## src/rtl/pkd_pkg.sv

```systemverilog
`timescale 1ns/1ps
package pkd_pkg;

  typedef enum logic [2:0] {
    CELL_FREE  = 3'd0,
    CELL_WRITE = 3'd1,
    CELL_HOLD  = 3'd2,
    CELL_READ  = 3'd3,
    CELL_RESET = 3'd4
  } cellState_e;

  // strobes from control to datapath
  typedef struct packed {
    logic push;  // a write phase closed, queue the cell
    logic pop;   // launch the oldest held cell to the ADC
    logic drop;  // event lost, bank full
  } pkdStrobe_t;

endpackage

```

## src/rtl/pkd_ctrl.sv

```systemverilog
`timescale 1ns/1ps
module pkd_ctrl
  import pkd_pkg::*;
#(
  parameter int NUM_CELLS = 4,
  parameter int IDX_W     = 2
) (
  input  logic                 clk,
  input  logic                 rstN,
  input  logic                 evtDetect,
  input  logic                 peakFound,
  input  logic                 adcReq,
  input  logic                 adcDone,
  input  logic                 qEmpty,
  input  logic [IDX_W-1:0]     qHead,
  output pkdStrobe_t           strobe,
  output logic [IDX_W-1:0]     pushIdx,
  output logic [NUM_CELLS-1:0] cellWrite,
  output logic [NUM_CELLS-1:0] cellHold,
  output logic [NUM_CELLS-1:0] cellRead,
  output logic                 busy
);

  cellState_e cellState [NUM_CELLS];

  logic [NUM_CELLS-1:0] freeVec;
  logic                 writeActive;
  logic                 readActive;
  logic                 allocHit;
  logic [IDX_W-1:0]     allocIdx;
  logic [IDX_W-1:0]     writeIdx;
  logic                 accept;

  always_comb begin
    for (int i = 0; i < NUM_CELLS; i++) begin
      freeVec[i]   = (cellState[i] == CELL_FREE);
      cellWrite[i] = (cellState[i] == CELL_WRITE);
      cellHold[i]  = (cellState[i] == CELL_HOLD);
      cellRead[i]  = (cellState[i] == CELL_READ);
    end
  end

  // fixed priority: scan downwards so the lowest index wins
  always_comb begin
    allocHit = 1'b0;
    allocIdx = '0;
    writeIdx = '0;
    for (int i = NUM_CELLS - 1; i >= 0; i--) begin
      if (freeVec[i]) begin
        allocHit = 1'b1;
        allocIdx = IDX_W'(i);
      end
      if (cellWrite[i]) writeIdx = IDX_W'(i);
    end
  end

  assign writeActive = |cellWrite;
  assign readActive  = |cellRead;
  assign accept      = evtDetect && !writeActive && allocHit;
  assign busy        = !allocHit;
  assign pushIdx     = writeIdx;

  always_comb begin
    strobe      = '0;
    strobe.push = writeActive && peakFound;
    strobe.pop  = !readActive && !qEmpty && adcReq;
    strobe.drop = evtDetect && !writeActive && !allocHit;
  end

  for (genvar g = 0; g < NUM_CELLS; g++) begin : gCell
    localparam logic [IDX_W-1:0] MY_IDX = IDX_W'(g);
    always_ff @(posedge clk or negedge rstN) begin
      if (!rstN) begin
        cellState[g] <= CELL_FREE;
      end else begin
        unique case (cellState[g])
          CELL_FREE:  if (accept && allocIdx == MY_IDX) cellState[g] <= CELL_WRITE;
          CELL_WRITE: if (peakFound) cellState[g] <= CELL_HOLD;
          CELL_HOLD:  if (strobe.pop && qHead == MY_IDX) cellState[g] <= CELL_READ;
          CELL_READ:  if (adcDone) cellState[g] <= CELL_RESET;
          CELL_RESET: cellState[g] <= CELL_FREE;
          default:    cellState[g] <= CELL_FREE;
        endcase
      end
    end
  end

endmodule

```

## src/rtl/pkd_path.sv

```systemverilog
`timescale 1ns/1ps
module pkd_path
  import pkd_pkg::*;
#(
  parameter int NUM_CELLS = 4,
  parameter int IDX_W     = 2,
  parameter int OVF_W     = 8
) (
  input  logic             clk,
  input  logic             rstN,
  input  pkdStrobe_t       strobe,
  input  logic [IDX_W-1:0] pushIdx,
  output logic             qEmpty,
  output logic [IDX_W-1:0] qHead,
  output logic             adcStart,
  output logic [IDX_W-1:0] selIdx,
  output logic [OVF_W-1:0] ovfCount
);

  localparam int CNT_W = $clog2(NUM_CELLS + 1);
  localparam logic [IDX_W-1:0] LAST_SLOT = IDX_W'(NUM_CELLS - 1);

  logic [IDX_W-1:0] queueMem [NUM_CELLS];
  logic [IDX_W-1:0] wrPtr;
  logic [IDX_W-1:0] rdPtr;
  logic [CNT_W-1:0] qCount;

  function automatic logic [IDX_W-1:0] nextSlot(input logic [IDX_W-1:0] p);
    return (p == LAST_SLOT) ? '0 : p + 1'b1;
  endfunction

  assign qEmpty = (qCount == '0);
  assign qHead  = queueMem[rdPtr];

  always_ff @(posedge clk) begin
    if (strobe.push) queueMem[wrPtr] <= pushIdx;
  end

  always_ff @(posedge clk or negedge rstN) begin
    if (!rstN) begin
      wrPtr  <= '0;
      rdPtr  <= '0;
      qCount <= '0;
    end else begin
      if (strobe.push) wrPtr <= nextSlot(wrPtr);
      if (strobe.pop)  rdPtr <= nextSlot(rdPtr);
      case ({strobe.push, strobe.pop})
        2'b10:   qCount <= qCount + 1'b1;
        2'b01:   qCount <= qCount - 1'b1;
        default: qCount <= qCount;
      endcase
    end
  end

  always_ff @(posedge clk or negedge rstN) begin
    if (!rstN) begin
      adcStart <= 1'b0;
      selIdx   <= '0;
      ovfCount <= '0;
    end else begin
      adcStart <= strobe.pop;
      if (strobe.pop) selIdx <= qHead;
      if (strobe.drop && ovfCount != '1) ovfCount <= ovfCount + 1'b1;
    end
  end

endmodule

```

## src/rtl/pkd_top.sv

```systemverilog
`timescale 1ns/1ps
module pkd_top
  import pkd_pkg::*;
#(
  parameter int NUM_CELLS = 4,
  parameter int OVF_W     = 8,
  localparam int IDX_W    = (NUM_CELLS > 1) ? $clog2(NUM_CELLS) : 1
) (
  input  logic                 clk,
  input  logic                 rstN,
  input  logic                 evtDetect,
  input  logic                 peakFound,
  input  logic                 adcReq,
  input  logic                 adcDone,
  output logic [NUM_CELLS-1:0] cellWrite,
  output logic [NUM_CELLS-1:0] cellHold,
  output logic [NUM_CELLS-1:0] cellRead,
  output logic [IDX_W-1:0]     selIdx,
  output logic                 adcStart,
  output logic                 busy,
  output logic [OVF_W-1:0]     ovfCount
);

  pkdStrobe_t       strobe;
  logic [IDX_W-1:0] pushIdx;
  logic             qEmpty;
  logic [IDX_W-1:0] qHead;

  pkd_ctrl #(.NUM_CELLS(NUM_CELLS), .IDX_W(IDX_W)) u_ctrl (
    .clk(clk), .rstN(rstN),
    .evtDetect(evtDetect), .peakFound(peakFound),
    .adcReq(adcReq), .adcDone(adcDone),
    .qEmpty(qEmpty), .qHead(qHead),
    .strobe(strobe), .pushIdx(pushIdx),
    .cellWrite(cellWrite), .cellHold(cellHold), .cellRead(cellRead),
    .busy(busy)
  );

  pkd_path #(.NUM_CELLS(NUM_CELLS), .IDX_W(IDX_W), .OVF_W(OVF_W)) u_path (
    .clk(clk), .rstN(rstN),
    .strobe(strobe), .pushIdx(pushIdx),
    .qEmpty(qEmpty), .qHead(qHead),
    .adcStart(adcStart), .selIdx(selIdx), .ovfCount(ovfCount)
  );

endmodule

```

## config.mk

```make
export PLATFORM = sky130hd
export DESIGN_NAME = pkd_top
export DESIGN_NICKNAME = d
export VERILOG_FILES = /design/src/rtl/pkd_pkg.sv /design/src/rtl/pkd_ctrl.sv /design/src/rtl/pkd_path.sv /design/src/rtl/pkd_top.sv
export SDC_FILE = /design/constraint.sdc
export NUM_CORES = 1
export LEC_CHECK = 0
export BUFFER_PORTS_ARGS = -buffer_cell sky130_fd_sc_hd__buf_2
export CORE_MARGIN = 1
export CORE_UTILIZATION = 40
export CTS_BUF_LIST = sky130_fd_sc_hd__clkbuf_4 sky130_fd_sc_hd__clkbuf_8
export DETAILED_ROUTE_END_ITERATION = 10
export PLACE_DENSITY = 0.65
export SYNTH_ARGS = -nofsm -noshare
export SYNTH_HDL_FRONTEND = slang
export SYNTH_SLANG_ARGS = --single-unit
```

## constraint.sdc

```tcl
create_clock -name clk -period 2.7 [get_ports clk]
set_clock_uncertainty 0.1 [all_clocks]
set_input_delay 0.135 -clock clk [delete_from_list [all_inputs] [get_ports clk]]
set_output_delay 0.135 -clock clk [all_outputs]
set_load 0.02 [all_outputs]
```

==> results.md <==
- Crit path DAT: 2.67 ns
- Leak Pwr: 1.06 nW
- Top cell type by total area after synthesis: dfrtp_1
- Final cell count without fillers: 265
- Mux cell area share after synthesis: 0.0794
- P per Cell Area: 1160 nW/um^2
- Die span in x: 71.9 um
- Critical path capture point type: flip-flop
- Site Rows: 25
- Vias per inst: 5.05
- Drt first pass iters: 6
- Syn Area/Cell: 12.1 sq um
- CP startpoint kind: flip-flop
- Max Clk Rate: 0.391 GHz
- Vias after detailed routing: 1339
- Initial antenna violation count: 0
- Ys Warns: 0
- Clock tree root driver cell: clkbuf_8
- Post-Syn Instances: 162
- Area share of fa/ha/maj cells after synthesis: 0.0551
- Clock latency on the worst-skew pair: 0.29 ns
- Cells after DPL: 255
- Num CTS Buffers: 5
- Die height: 71.9 um
- Pin count of the biggest net entering global routing: 31
- H-tree levels: 2
- Worst VDD drop: 0.523 mV
- Largest family of logic cells by synthesized area: simple AND/OR/NAND/NOR gates
- Yosys cell types: 44
- CP Class: flip-flop to flip-flop
- DP Area: 2170 sq um
- Worst slew pin tran: 0.668 ns
- Post-route cell area: 2280 sq um
- Die ar.: 5170 sq um
- Status: completed
- Tot Pwr: 2.65 mW
- Worst setup margin: 0.142 ns
- Layout area overhead: 16.8%
- Placeable Area: 4720 sq um
- First-pass GRT wire length: 6.06 mm
- Initial core utilization: 0.414
- Nets: 211
- Vias in the first global route: 1256
- Fin crit share: 0.947
- WL per Instance: 13.6 um
- Min Hold Slack: 0.0401 ns
- DP HPWL: 2.67 mm
- Final setup viols: 0
- Max FO, Critical Path: 9
- Unrepaired setup endpoints after global routing: false
- Synth Register Bits: 38
- Seq/Total Area, Yosys: 0.507
- Compound-Gate Fraction of Synth Area: 0.0621
- Simple-gate share of the synthesized area: 0.216
- IO Count: 30
- Final Hold Viols: 0
- TritonCTS clock tree: yes
- Layout cells sized above 1: 0.293
- Iter 0 DRT Violations: 67
- Antenna Nets Post-Route: 0
- Setup TNS: 0 ns
- Drt total wl: 3.60 mm
- Area contributors post-synth: dfrtp_1 38%, edfxtp_1 12%, ha_1 4.5%
- Cts repair resizes: 0
- Async SR Flop Fraction: 0.789
- CTS sink cnt: 38
- Ys flop type: dfrtp_1
- Fin util: 0.483
- Overall Global Routing Usage: 0.154
- PortBufs: 29
- Post-synthesis xor/xnor area fraction: 0.0487
- Pre-CTS setup slack: 0.122 ns
- Syn Std Cell Area: 1950 sq um
- Worst rel slew slack: 0.555
- Max clock buf depth: 2
- Max Slew Vio Count: 0
- Post-synth EDFFs: 8
- ANT cells: 0
- Max Cap Viol: 0
- WP data required: 2.81 ns
- Most frequent cell after synthesis: dfrtp_1
- Drc violations: 0
- Gr ovfl total: 0
- Mapped Nets: 176
- Clock period minus worst slack: 2.56 ns
- Worst hold path class: primary input to flip-flop
- Clk slew on worst S/H paths: 0.08 ns
- Synth top area share: 0.384
- List of most frequent post-synthesis cells: 30 x dfrtp_1, 8 x and2_1, 8 x edfxtp_1, 8 x nand2_1
- Placer congestion estimate: 0.772
- Reg-to-reg slack, setup: 0.14 ns
-- registers in the layout, indices dropped and copies added (netlist names) --
name              count
u_path.qCount         3
u_path.ovfCount       8
u_path.adcStart       1
u_path.wrPtr          2
u_path.queueMem       8
u_path.rdPtr          2
u_path.selIdx         2
u_ctrl.cellState     12
-- cell type report --
cell class,instances,area (sq um)
flip-flops and latches,38,991
clock buffers,7,90.1
clock inverters,1,5.00
fillers,441,2440
inverters,7,26.3
multi-input cells,111,901
well taps,67,83.8
repair buffers,34,185
-- placed cells by master, fill, tap and decap left out, types with 6 or more instances in the layout --
master    instances
ha_1              7
xnor2_1           6
dfrtp_1          30
nand2_1           8
edfxtp_1          8
inv_1             7
mux2_2            7
clkbuf_8          6
and2_1            8
nor2_1            7
a21oi_1           7
buf_2            29
-- worst max-delay path, cell delays in order, from the launching register on --
cell,delay [ns]
dfrtp_1,0.44
nor3b_2,0.22
nor4_4,0.32
and2b_1,0.30
inv_1,0.08
ha_1,0.17
inv_1,0.06
fa_1,0.37
xor2_1,0.15
nor2_1,0.11
xor2_1,0.15
-- worst paths after layout --
| kind | start | end | cells after the start |
|---|---|---|---|
| max in group asynchronous | rstN | u_ctrl.cellState[9]$_DFFE_PN0P_ | 2 |
| hold reg to reg | u_path.qCount[2]$_DFFE_PN0P_ | u_path.qCount[2]$_DFFE_PN0P_ | 1 |
| setup / recovery | u_ctrl.cellState[0]$_DFFE_PN0P_ | u_path.qCount[2]$_DFFE_PN0P_ | 10 |
| setup reg to reg | u_ctrl.cellState[0]$_DFFE_PN0P_ | u_path.qCount[2]$_DFFE_PN0P_ | 10 |
| min in group asynchronous | rstN | u_path.ovfCount[0]$_DFFE_PN0P_ | 2 |
| hold / removal | evtDetect | u_ctrl.cellState[3]$_DFFE_PN0P_ | 3 |
-- timing repair --
| item | 4_1_cts | 5_1_grt |
|---|---|---|
| setup endpoints to repair | 0 | 1 |
| hold buffers | 1 | 0 |
| setup buffers | 0 | 1 |
| hold endpoints to repair | 30 | 0 |
-- kinds of logic (layout without fill, tap and decap cells) --
group | count (synthesis) | count (layout)
buffers and inverters | 13 | 49
flip-flops | 38 | 38
multiplexers | 12 | 12
AO/OA/AOI/OAI | 18 | 18
adder cells (fa/ha/maj) | 8 | 8
AND/OR/NAND/NOR | 63 | 63
XOR/XNOR | 10 | 10
-- routing by layer --
| metal | share of wire | vias to the layer above | track usage |
|---|---|---|---|
| met5 | 0 | - | 0 |
| met4 | 0.011 | 0 | 0.0501 |
| met3 | 0.033 | 5 | 0.0492 |
| met2 | 0.47 | 24 | 0.237 |
| met1 | 0.48 | 653 | 0.207 |
| li1 | - | 657 | - |
-- power breakdown --
part           internal [mW]  switching [mW]
clock                  0.216           0.195
sequential             0.797           0.194
combinational          0.573           0.674
Note: power is estimated with default switching activity, not from simulation.
